$ cat src/rtl/sdram_trk_pkg.sv
package sdram_trk_pkg;

    typedef enum logic [3:0] {
        CMD_DESEL = 4'd0,
        CMD_NOP   = 4'd1,
        CMD_ACT   = 4'd2,
        CMD_READ  = 4'd3,
        CMD_WRITE = 4'd4,
        CMD_PRE   = 4'd5,
        CMD_PREA  = 4'd6,
        CMD_REF   = 4'd7,
        CMD_OTHER = 4'd8
    } cmd_e;

    typedef enum logic [1:0] {
        BK_IDLE    = 2'd0,
        BK_OPEN    = 2'd1,
        BK_CLOSING = 2'd2
    } bank_st_e;

endpackage

$ cat src/rtl/sdram_cmd_decode.sv
module sdram_cmd_decode
    import sdram_trk_pkg::*;
(
    input  logic cke,
    input  logic cs_n,
    input  logic ras_n,
    input  logic cas_n,
    input  logic we_n,
    input  logic opt_bit,
    output cmd_e cmd
);

    always_comb begin
        cmd = CMD_OTHER;
        if (cs_n) begin
            cmd = CMD_DESEL;
        end else begin
            unique case ({ras_n, cas_n, we_n})
                3'b111:  cmd = CMD_NOP;
                3'b011:  cmd = CMD_ACT;
                3'b101:  cmd = CMD_READ;
                3'b100:  cmd = CMD_WRITE;
                3'b010:  cmd = opt_bit ? CMD_PREA : CMD_PRE;
                3'b001:  cmd = cke ? CMD_REF : CMD_OTHER;
                default: cmd = CMD_OTHER;
            endcase
        end
    end

endmodule

$ cat src/rtl/sdram_bank_fsm.sv
module sdram_bank_fsm
    import sdram_trk_pkg::*;
#(
    parameter int ROW_W     = 12,
    parameter int BURST_CYC = 4
) (
    input  logic             clk,
    input  logic             rst_n,
    input  logic             hit,
    input  logic             accept,
    input  cmd_e             cmd,
    input  logic             opt_bit,
    input  logic [ROW_W-1:0] row_in,
    output bank_st_e         st,
    output logic [ROW_W-1:0] row_o
);

    localparam int CNT_W = (BURST_CYC > 1) ? $clog2(BURST_CYC) : 1;
    localparam logic [CNT_W-1:0] CNT_LOAD = CNT_W'(BURST_CYC - 1);

    bank_st_e         st_q, st_d;
    logic [CNT_W-1:0] cnt_q, cnt_d;
    logic [ROW_W-1:0] row_q, row_d;

    logic close_req;
    logic col_req;

    assign close_req = (cmd == CMD_PREA) || (cmd == CMD_PRE && hit);
    assign col_req   = (cmd == CMD_READ || cmd == CMD_WRITE) && hit && accept;

    // state register
    always_ff @(posedge clk) begin
        if (!rst_n) begin
            st_q  <= BK_IDLE;
            cnt_q <= '0;
            row_q <= '0;
        end else begin
            st_q  <= st_d;
            cnt_q <= cnt_d;
            row_q <= row_d;
        end
    end

    // next state and outputs
    always_comb begin
        st_d  = st_q;
        cnt_d = cnt_q;
        row_d = row_q;
        unique case (st_q)
            BK_IDLE: begin
                if (cmd == CMD_ACT && hit && accept) begin
                    st_d  = BK_OPEN;          // OPEN_ROW
                    row_d = row_in;
                end
            end
            BK_OPEN: begin
                if (close_req) begin
                    st_d = BK_IDLE;           // CLOSE_NOW
                end else if (col_req && opt_bit) begin
                    st_d  = BK_CLOSING;       // ARM_AUTOCLOSE
                    cnt_d = CNT_LOAD;
                end
            end
            BK_CLOSING: begin
                if (close_req) begin
                    st_d = BK_IDLE;           // CLOSE_NOW
                end else if (cnt_q == '0) begin
                    st_d = BK_IDLE;           // BURST_DONE
                end else begin
                    cnt_d = cnt_q - 1'b1;
                end
            end
            default: st_d = BK_IDLE;
        endcase
    end

    assign st    = st_q;
    assign row_o = row_q;

endmodule

$ cat src/rtl/sdram_cmd_tracker.sv
module sdram_cmd_tracker
    import sdram_trk_pkg::*;
#(
    parameter int NUM_BANKS = 4,
    parameter int ROW_W     = 12,
    parameter int OPT_BIT   = 10,
    parameter int BURST_CYC = 4,
    localparam int BA_W     = $clog2(NUM_BANKS)
) (
    input  logic                       clk,
    input  logic                       rst_n,
    input  logic                       cke,
    input  logic                       cs_n,
    input  logic                       ras_n,
    input  logic                       cas_n,
    input  logic                       we_n,
    input  logic [BA_W-1:0]            ba,
    input  logic [ROW_W-1:0]           addr,
    output logic [3:0]                 cmd_o,
    output logic                       illegal_o,
    output logic [NUM_BANKS-1:0]       bank_active_o,
    output logic                       all_idle_o,
    output logic [NUM_BANKS*ROW_W-1:0] open_rows_o
);

    cmd_e     cmd_now;
    cmd_e     cmd_q;
    logic     bad_now;
    logic     illegal_q;
    bank_st_e st_arr [NUM_BANKS];
    logic [NUM_BANKS-1:0] active_now;

    sdram_cmd_decode u_dec (
        .cke     (cke),
        .cs_n    (cs_n),
        .ras_n   (ras_n),
        .cas_n   (cas_n),
        .we_n    (we_n),
        .opt_bit (addr[OPT_BIT]),
        .cmd     (cmd_now)
    );

    for (genvar gi = 0; gi < NUM_BANKS; gi++) begin : g_bank
        sdram_bank_fsm #(
            .ROW_W     (ROW_W),
            .BURST_CYC (BURST_CYC)
        ) u_bank (
            .clk     (clk),
            .rst_n   (rst_n),
            .hit     (ba == BA_W'(gi)),
            .accept  (!bad_now),
            .cmd     (cmd_now),
            .opt_bit (addr[OPT_BIT]),
            .row_in  (addr),
            .st      (st_arr[gi]),
            .row_o   (open_rows_o[gi*ROW_W +: ROW_W])
        );
        assign active_now[gi] = (st_arr[gi] != BK_IDLE);
    end

    // rule check against the addressed bank's current state
    always_comb begin
        unique case (cmd_now)
            CMD_ACT:            bad_now = (st_arr[ba] != BK_IDLE);
            CMD_READ,
            CMD_WRITE:          bad_now = (st_arr[ba] != BK_OPEN);
            CMD_REF:            bad_now = |active_now;
            default:            bad_now = 1'b0;
        endcase
    end

    always_ff @(posedge clk) begin
        if (!rst_n) begin
            cmd_q     <= CMD_DESEL;
            illegal_q <= 1'b0;
        end else begin
            cmd_q     <= cmd_now;
            illegal_q <= bad_now;
        end
    end

    assign cmd_o         = cmd_q;
    assign illegal_o     = illegal_q;
    assign bank_active_o = active_now;
    assign all_idle_o    = ~|active_now;

endmodule

$ cat config.mk
export PLATFORM = sky130hd
export DESIGN_NAME = sdram_cmd_tracker
export DESIGN_NICKNAME = d
export VERILOG_FILES = /design/src/rtl/sdram_trk_pkg.sv /design/src/rtl/sdram_cmd_decode.sv /design/src/rtl/sdram_bank_fsm.sv /design/src/rtl/sdram_cmd_tracker.sv
export SDC_FILE = /design/constraint.sdc
export NUM_CORES = 1
export LEC_CHECK = 0
export BUFFER_PORTS_ARGS = -buffer_cell sky130_fd_sc_hd__buf_2
export CORE_MARGIN = 2
export CORE_UTILIZATION = 31
export DETAILED_ROUTE_END_ITERATION = 16
export GPL_ROUTABILITY_DRIVEN = 0
export GPL_TIMING_DRIVEN = 0
export SLEW_MARGIN = 40
export SYNTH_ARGS = -nofsm -noshare
export SYNTH_HDL_FRONTEND = slang
export SYNTH_SLANG_ARGS = --single-unit
export TNS_END_PERCENT = 20
$ cat constraint.sdc
create_clock -name clk -period 2.76 [get_ports clk]
set_input_delay 0.138 -clock clk [delete_from_list [all_inputs] [get_ports clk]]
set_output_delay 0.138 -clock clk [all_outputs]
set_load 0.05 [all_outputs]
==> results.yml, run 1 <==
routing:
  antenna_left: 0
  drcViolationCount: 0
  via_per_inst: 4.91
  drtIter0Drc: 209
  wl_um: 9420
  wl_per_cell_um: 14.8
  vias: 3125
  drtPass1Iterations: 4
die:
  ios: 79
  core_area_um2: 10400
  die_h_um: 108
  placementRows: 37
  die-area_um2: 11600
  die_x_um: 108
  start_util_pct: 32.1
sta:
  tns_ns: 0
  fin_crit_sh_pct: 77.8
  finalHoldViolCount: 0
  clock_skew_ns: 0.0105
  drv_slew: 0
  setup_viol_count_final: 0
  tightest_slew_ns: 0.722
  rsz0062_at_grt: "false"
  holdWs_ns: 0.0770
  fmax_ghz: 0.466
  fin_ws_ns: 0.613
  final.min_clock_period_ns: 2.15
  slew_headroom_pct: 51.9
clock_network:
  cts_max_level: 3
  cts_tree: "done"
  root_buffer: "clkbuf_8"
  cts_setup_buffers: 0
  cts_sinks: 69
  ctsHoldBuffers: 0
  cts_resized: 0
  clkLatencyLatePin_ns: 0.34
  clkTransAtPathRegs_ns: 0.08
  cts_buffers: 9
  clk_path_buf_depth: 2
logic_synthesis:
  yosysUniqueCellTypes: 53
  synth_cells: 406
  synth_area_um2: 3340
  ys_warn_count: 0
  synth_area_per_cell_um2: 8.23
  synth_edf_count: 0
  synth_nets: 444
  ys.flop_type: "dfxtp_1"
  synthArstFlopShare_pct: 0
  yosysSeqAreaShare_pct: 41.3
  ys_ff_latch: 69
placed_design:
  place_ws_ns: 0.786
  io_buffers: 78
  place_hpwl_um: 7070
global_route:
  globalRouteOverflowTotal: 0
  grt_pass1_wl_um: 14700
  grt_pass1_vias: 2899
  grt_max_degree: 14
  grt_usage_pct: 16.2
  antenna_found_initial: 0
worst_setup_path:
  worst_setup_path_start_kind: "flop"
  cp_num_buf_inv: 3
  slowest_delay_ns: 0.44
  cp_cell_sequence: "inv_1, ha_1, inv_1, nor4_2, buf_2"
  crit_type: "reg2out"
  end_kind: "primary output"
  worstPathRequired_ns: 2.62
  path_common_cell: "inv_1"
  crit_fanout: 7
  crit_family: "buffers and inverters"
  crit_slowest_cell: "nor4_2"
  worstPathArrival_ns: 2.01
power_and_ir_drop:
  irDropWorstVdd_uv: 258
  total_leakage_power_nw: 1.78
  p_per_area_nw_per_um2: 613
outcome:
  status: "finished, final reports clean"
finish:
  diodes: 0
  nets: 533
  fill_cells: 1062
  drive_gt1_share_pct: 23.0
  area_delta_synth_final_pct: 22.2
min_path:
  min_path_type: "in2reg"
job:
  drv_cap: 0
[layout by cell type (no fill, tap or decap), drive strengths merged, types with 5 or more instances in the layout]
cell type and instances:
nand2 89, clkinv 5, clkbuf 21, a21oi 53, nand4 7, buf 86
mux2i 16, o21ai 8, and4 5, ha 17, inv 26, dfxtp 69
a211oi 7, nor2 25
[worst paths after layout]
check                                         start                                       to  slack, ns  depth (start not counted)
min reg2reg  g_bank[3].u_bank.row_o[9]$_SDFFE_PN0P_   g_bank[3].u_bank.row_o[9]$_SDFFE_PN0P_       0.45                          2
max             g_bank[3].u_bank.st[0]$_SDFFE_PN0P_                               all_idle_o       0.61                          5
max reg2reg     g_bank[3].u_bank.st[0]$_SDFFE_PN0P_  g_bank[3].u_bank.row_o[11]$_SDFFE_PN0P_       0.90                          6
min                                         addr[1]   g_bank[3].u_bank.row_o[1]$_SDFFE_PN0P_       0.08                          3
[sequential cells by signal, summed over array words and instances (netlist names)]
| name | cells |
|---|---|
| cmd_o | 4 |
| g_bank.u_bank.cnt_q | 8 |
| g_bank.u_bank.row_o | 48 |
| g_bank.u_bank.st | 8 |
| illegal_o | 1 |
[tightest hold or removal path, cell delays in order]
cell and delay (ns):
buf_2 0.13, nand2_1 0.06, a21oi_1 0.05
[stage by stage]
stage               std cells  instance area [um2]  utilization (%)  power, mW
detailed placement        620                 3910             37.5       1.79
finish                    636                 4080             39.2       2.50
floorplan                 406                 3350                -       1.61
CTS                       636                 4080             39.2       2.53
global route              636                 4080             39.2       2.64
global placement          620                 3910             37.5       1.77
[final cells by class]
cell class                 instances  area, um2  share of cell area [%]
buffer                            20       90.1                    2.21
multi-input combinational        291       1780                    43.6
inverter                          26       97.6                    2.39
clock inverter                     7       51.3                    1.26
tap                              136        170                    4.17
clock buffer                       9        124                    3.03
timing repair buffer              78        390                    9.56
sequential                        69       1380                    33.8
[power by group]
group | internal [mW] | total [mW] | switching [mW]
Combinational | 0.220 | 0.670 | 0.450
Clock | 0.329 | 0.737 | 0.409
Sequential | 1.05 | 1.10 | 0.0471
Total | 1.60 | 2.50 | 0.905
[cells in the mapped netlist (4+ instances only)]
| cell type | number | area (um2) |
|---|---|---|
| nand2_1 | 89 | 334 |
| o31ai_1 | 4 | 30.0 |
| ha_1 | 17 | 213 |
| clkbuf_1 | 12 | 45.0 |
| dfxtp_1 | 69 | 1380 |
| o21a_1 | 4 | 30.0 |
| inv_1 | 24 | 90.1 |
| mux2i_1 | 16 | 160 |
| and4_1 | 5 | 43.8 |
| a211oi_1 | 7 | 52.6 |
| a31oi_1 | 4 | 25.0 |
| nor2_1 | 25 | 93.8 |
| nand4_1 | 7 | 43.8 |
| nor2b_1 | 4 | 25.0 |
| nand3_1 | 4 | 20.0 |
| a21oi_1 | 52 | 260 |
| buf_2 | 6 | 30.0 |
| o21ai_0 | 4 | 20.0 |
[layer usage]
metal  share of wire (%)  vias up  GRT usage, %
met5                   0        -             0
met4                 2.1        0          6.32
met3                 4.8       13          3.63
met2                  45       73          25.1
met1                  48     1451          21.8
li1                    -     1588             -
[logic make-up after synthesis]
kind of cell	Yosys count	share of synthesized area (%)
AO/OA/AOI/OAI	98	18.4
AND/OR/NAND/NOR	159	23.1
adder cells (fa/ha/maj)	17	6.36
flip-flops	69	41.3
multiplexers	17	5.13
buffers and inverters	46	5.62
(Power assumes the default switching activity.)
==> inputs of run 2 (changes only) <==
==> constraint.sdc (replaced) <==
create_clock -name clk -period 2.05 [get_ports clk]
set_input_delay 0.1025 -clock clk [delete_from_list [all_inputs] [get_ports clk]]
set_output_delay 0.1025 -clock clk [all_outputs]
set_load 0.05 [all_outputs]
==> results.yml, run 2 (synthesis gave the netlist of run 1 again) <==
outcome:
  status: "finished, final reports clean"
worst_setup_path:
  crit_type: "reg2out"
  end_kind: "primary output"
  worstPathArrival_ns: 1.80
  worstPathRequired_ns: 1.95
  crit_fanout: 5
  worst_setup_path_start_kind: "flop"
die:
  die-area_um2: 11600
  placementRows: 37
  start_util_pct: 32.1
  ios: 79
  core_area_um2: 10400
  die_h_um: 108
  die_x_um: 108
sta:
  tightest_slew_ns: 0.667
  fmax_ghz: 0.525
  fin_crit_sh_pct: 92.9
  holdWs_ns: 0.0503
  clock_skew_ns: 0.0142
  finalHoldViolCount: 0
  slew_headroom_pct: 55.6
  drv_slew: 0
  tns_ns: 0
  setup_viol_count_final: 0
  final.min_clock_period_ns: 1.90
  rsz0062_at_grt: "false"
routing:
  antenna_left: 0
  vias: 3157
  via_per_inst: 4.96
  wl_per_cell_um: 14.5
  drtPass1Iterations: 4
  wl_um: 9220
  drcViolationCount: 0
  drtIter0Drc: 155
clock_network:
  cts_resized: 0
  cts_setup_buffers: 0
  ctsHoldBuffers: 0
  cts_sinks: 69
  root_buffer: "clkbuf_8"
  cts_buffers: 9
  clkTransAtPathRegs_ns: 0.08
  clk_path_buf_depth: 2
  cts_max_level: 3
  cts_tree: "done"
  clkLatencyLatePin_ns: 0.34
job:
  drv_cap: 0
finish:
  nets: 533
  largest_reg_flops: 48
  layout_common_cells: "nand2_1, buf_2, dfxtp_1, a21oi_1, nor2_1"
  fill_cells: 1076
  diodes: 0
  final_common_cell: "nand2_1"
  drive_gt1_share_pct: 23.0
  fin_util_pct: 39.6
  area_delta_synth_final_pct: 23.3
global_route:
  grt_pass1_wl_um: 14600
  grt_pass1_vias: 2916
  grt_usage_pct: 15.8
  antenna_found_initial: 0
  globalRouteOverflowTotal: 0
  grt_max_degree: 14
placed_design:
  place_hpwl_um: 6940
  io_buffers: 78
min_path:
  min_path_type: "in2reg"
power_and_ir_drop:
  irDropWorstVdd_uv: 385
  p_per_area_nw_per_um2: 859
  total_leakage_power_nw: 1.80
  finalPower_mw: 3.54
[run 2: cell types whose count changed in the layout (fill, tap and decap cells not counted), sizes merged]
cell and delta:
clkinvlp -1, bufinv +1, clkinv -1, inv +1
[run 2: worst max-delay path, stage by stage (launching register included)]
cell	delay (ns)
dfxtp_1	0.34
inv_1	0.13
ha_1	0.26
inv_1	0.16
nor4_4	0.38
buf_6	0.21
[run 2: worst paths after layout]
| path | from | endpoint | slack, ns | depth (start not counted) |
|---|---|---|---|---|
| max reg2reg | g_bank[3].u_bank.st[0]$_SDFFE_PN0P_ | g_bank[3].u_bank.row_o[10]$_SDFFE_PN0P_ | 0.28 | 6 |
| max | g_bank[2].u_bank.st[1]$_SDFFE_PN0P_ | all_idle_o | 0.15 | 5 |
| min | addr[1] | g_bank[3].u_bank.row_o[1]$_SDFFE_PN0P_ | 0.05 | 3 |
| min reg2reg | g_bank[2].u_bank.row_o[2]$_SDFFE_PN0P_ | g_bank[2].u_bank.row_o[2]$_SDFFE_PN0P_ | 0.45 | 2 |
[run 2: layer usage]
metal | wire length [um] | vias up | GRT usage, % | part of all wire [%]
li1 | - | 1590 | - | -
met1 | 4430 | 1496 | 21.7 | 48
met2 | 4230 | 60 | 25.0 | 46
met3 | 406 | 11 | 2.85 | 4.4
met4 | 149 | 0 | 5.13 | 1.6
met5 | 0 | - | 0 | 0
[run 2: per-stage QoR]
stage | worst slack [ns] | std cells | cell area (um2)
final | 0.146 | 636 | 4120
after global placement | 0.179 | 620 | 3920
after global routing | 0.00322 | 636 | 4120
after floorplan | 0.0137 | 406 | 3360
after detailed placement | 0.138 | 620 | 3920
after CTS | 0.0206 | 636 | 4120
[run 2: cell type report]
type                            count  area [um2]  share of cell area [%]
Clock inverter                      7        73.8                    1.79
Sequential cell                    69        1380                    33.5
Tap cell                          136         170                    4.13
Clock buffer                        9         124                    3.01
Multi-Input combinational cell    291        1790                    43.4
Timing Repair Buffer               78         397                    9.62
Inverter                           26        97.6                    2.37
Buffer                             20        90.1                    2.19
[run 2: power breakdown]
group | internal (mW) | total [mW] | switching, mW
Combinational | 0.334 | 0.948 | 0.614
Clock | 0.569 | 1.12 | 0.549
Sequential | 1.41 | 1.47 | 0.0602
Total | 2.32 | 3.54 | 1.22
==> inputs of run 3 (changes only) <==
--- a/config.mk
+++ b/config.mk
@@ -7,10 +7,12 @@
 export LEC_CHECK = 0
 export BUFFER_PORTS_ARGS = -buffer_cell sky130_fd_sc_hd__buf_2
 export CORE_MARGIN = 2
-export CORE_UTILIZATION = 31
+export CORE_UTILIZATION = 50
 export DETAILED_ROUTE_END_ITERATION = 16
 export GPL_ROUTABILITY_DRIVEN = 0
 export GPL_TIMING_DRIVEN = 0
+export PLACE_DENSITY = 0.75
+export REMOVE_ABC_BUFFERS = 1
 export SLEW_MARGIN = 40
 export SYNTH_ARGS = -nofsm -noshare
 export SYNTH_HDL_FRONTEND = slang
==> results.yml, run 3 (synthesis gave the netlist of run 1 again) <==
die:
  die_x_um: 85.8
  core_area_um2: 6420
  die_h_um: 85.8
  start_util_pct: 52.0
  ios: 79
  placementRows: 29
  die-area_um2: 7350
sta:
  drv_slew: 0
  final.min_clock_period_ns: 1.97
  tns_ns: 0
  finalHoldViolCount: 0
  tightest_slew_ns: 0.672
  fin_ws_ns: 0.0813
  holdWs_ns: 0.0278
  fin_crit_sh_pct: 96.0
  setup_viol_count_final: 0
  fmax_ghz: 0.508
  clock_skew_ns: 0.00877
  rsz0062_at_grt: "false"
  slew_headroom_pct: 55.1
clock_network:
  cts_max_level: 3
  clkLatencyLatePin_ns: 0.34
  cts_tree: "done"
  clk_path_buf_depth: 2
  root_buffer: "clkbuf_8"
  clkTransAtPathRegs_ns: 0.08
  cts_buffers: 9
  cts_sinks: 69
placed_design:
  place_ws_ns: -0.00233
  io_buffers: 78
  place_hpwl_um: 5690
  dp_cells: 543
  placed_area_um2: 3770
finish:
  final_common_cell: "nand2_1"
  layout_common_cells: "nand2_1, buf_2, dfxtp_1, a21oi_1"
  nets: 517
  drive_gt1_share_pct: 23.3
  fin_util_pct: 62.2
  diodes: 0
  largest_reg_flops: 48
  fin_area_um2: 4000
  final_cells: 561
  area_delta_synth_final_pct: 19.5
worst_setup_path:
  cp_cell_sequence: "inv_1, ha_1, inv_1, nor4_2, buf_4"
  crit_family: "buffers and inverters"
  path_common_cell: "inv_1"
  crit_fanout: 6
  crit_slowest_cell: "dfxtp_1"
  slowest_delay_ns: 0.37
  crit_type: "reg2out"
  worst_setup_path_start_kind: "flop"
  cp_num_buf_inv: 3
  end_kind: "primary output"
  worstPathArrival_ns: 1.87
  worstPathRequired_ns: 1.95
global_route:
  globalRouteOverflowTotal: 0
  grt_max_degree: 42
  grt_pass1_vias: 2831
  grt_pass1_wl_um: 13300
  grt_usage_pct: 22.5
  antenna_found_initial: 0
power_and_ir_drop:
  total_leakage_power_nw: 1.77
  swShare_pct: 34.3
  irDropWorstVdd_uv: 510
  power.share.combinational_pct: 25.8
  clockPowerShare_pct: 31.8
  p_sw_mw: 1.19
  seqPwrFrac_pct: 42.5
  p_int_mw: 2.28
  p_per_area_nw_per_um2: 869
  finalPower_mw: 3.47
routing:
  wl_per_cell_um: 14.6
  vias: 3132
  drtPass1Iterations: 11
  wl_um: 8170
  via_per_inst: 5.58
  antenna_left: 0
  drcViolationCount: 8
  drtIter0Drc: 215
outcome:
  violations: "DRC"
  status: "finished with violations"
min_path:
  min_path_type: "in2reg"
job:
  drv_cap: 0
run 3: power by group through the flow:
stage	sequential [mW]	combinational, mW	clock (mW)
final	1.47	0.895	1.10
after global routing	1.48	0.980	1.18
after CTS	1.47	0.879	1.13
after detailed placement	1.51	0.865	0
after global placement	1.50	0.832	0
after floorplan	1.53	0.602	0
run 3: metal layers:
metal | vias up | GRT usage (%) | share of wire [%]
li1 | 1557 | - | -
met1 | 1448 | 29.0 | 45
met2 | 112 | 36.5 | 47
met3 | 15 | 4.14 | 6.3
met4 | 0 | 10.7 | 1.8
met5 | - | 0 | 0
run 3: final timing paths:
| check | from | to | slack (ns) | cells after the start |
|---|---|---|---|---|
| worst max-delay path | g_bank[0].u_bank.st[0]$_SDFFE_PN0P_ | all_idle_o | 0.08 | 5 |
| worst min-delay path | addr[0] | g_bank[2].u_bank.row_o[0]$_SDFFE_PN0P_ | 0.03 | 3 |
| worst max register to register | g_bank[1].u_bank.st[0]$_SDFFE_PN0P_ | g_bank[1].u_bank.row_o[8]$_SDFFE_PN0P_ | 0.13 | 6 |
| worst min register to register | g_bank[2].u_bank.row_o[2]$_SDFFE_PN0P_ | g_bank[2].u_bank.row_o[2]$_SDFFE_PN0P_ | 0.45 | 2 |
run 3: worst min-delay path, stage by stage:
cell and delay, ns:
buf_2 0.12, nand2_1 0.05, a21oi_1 0.05
run 3: layout make-up:
cell class	instances	area (um2)
fill	569	2430
multi-input combinational	291	1780
sequential	69	1380
timing repair buffer	82	439
clock buffer	9	124
inverter	26	98.8
tap	77	96.3
clock inverter	7	73.8
run 3: what timing repair did:
action,4_1_cts,5_1_grt
hold buffers,0,0
setup buffers,0,2
setup endpoints to repair,1,16
pin swaps,0,0
gates resized for setup,1,3
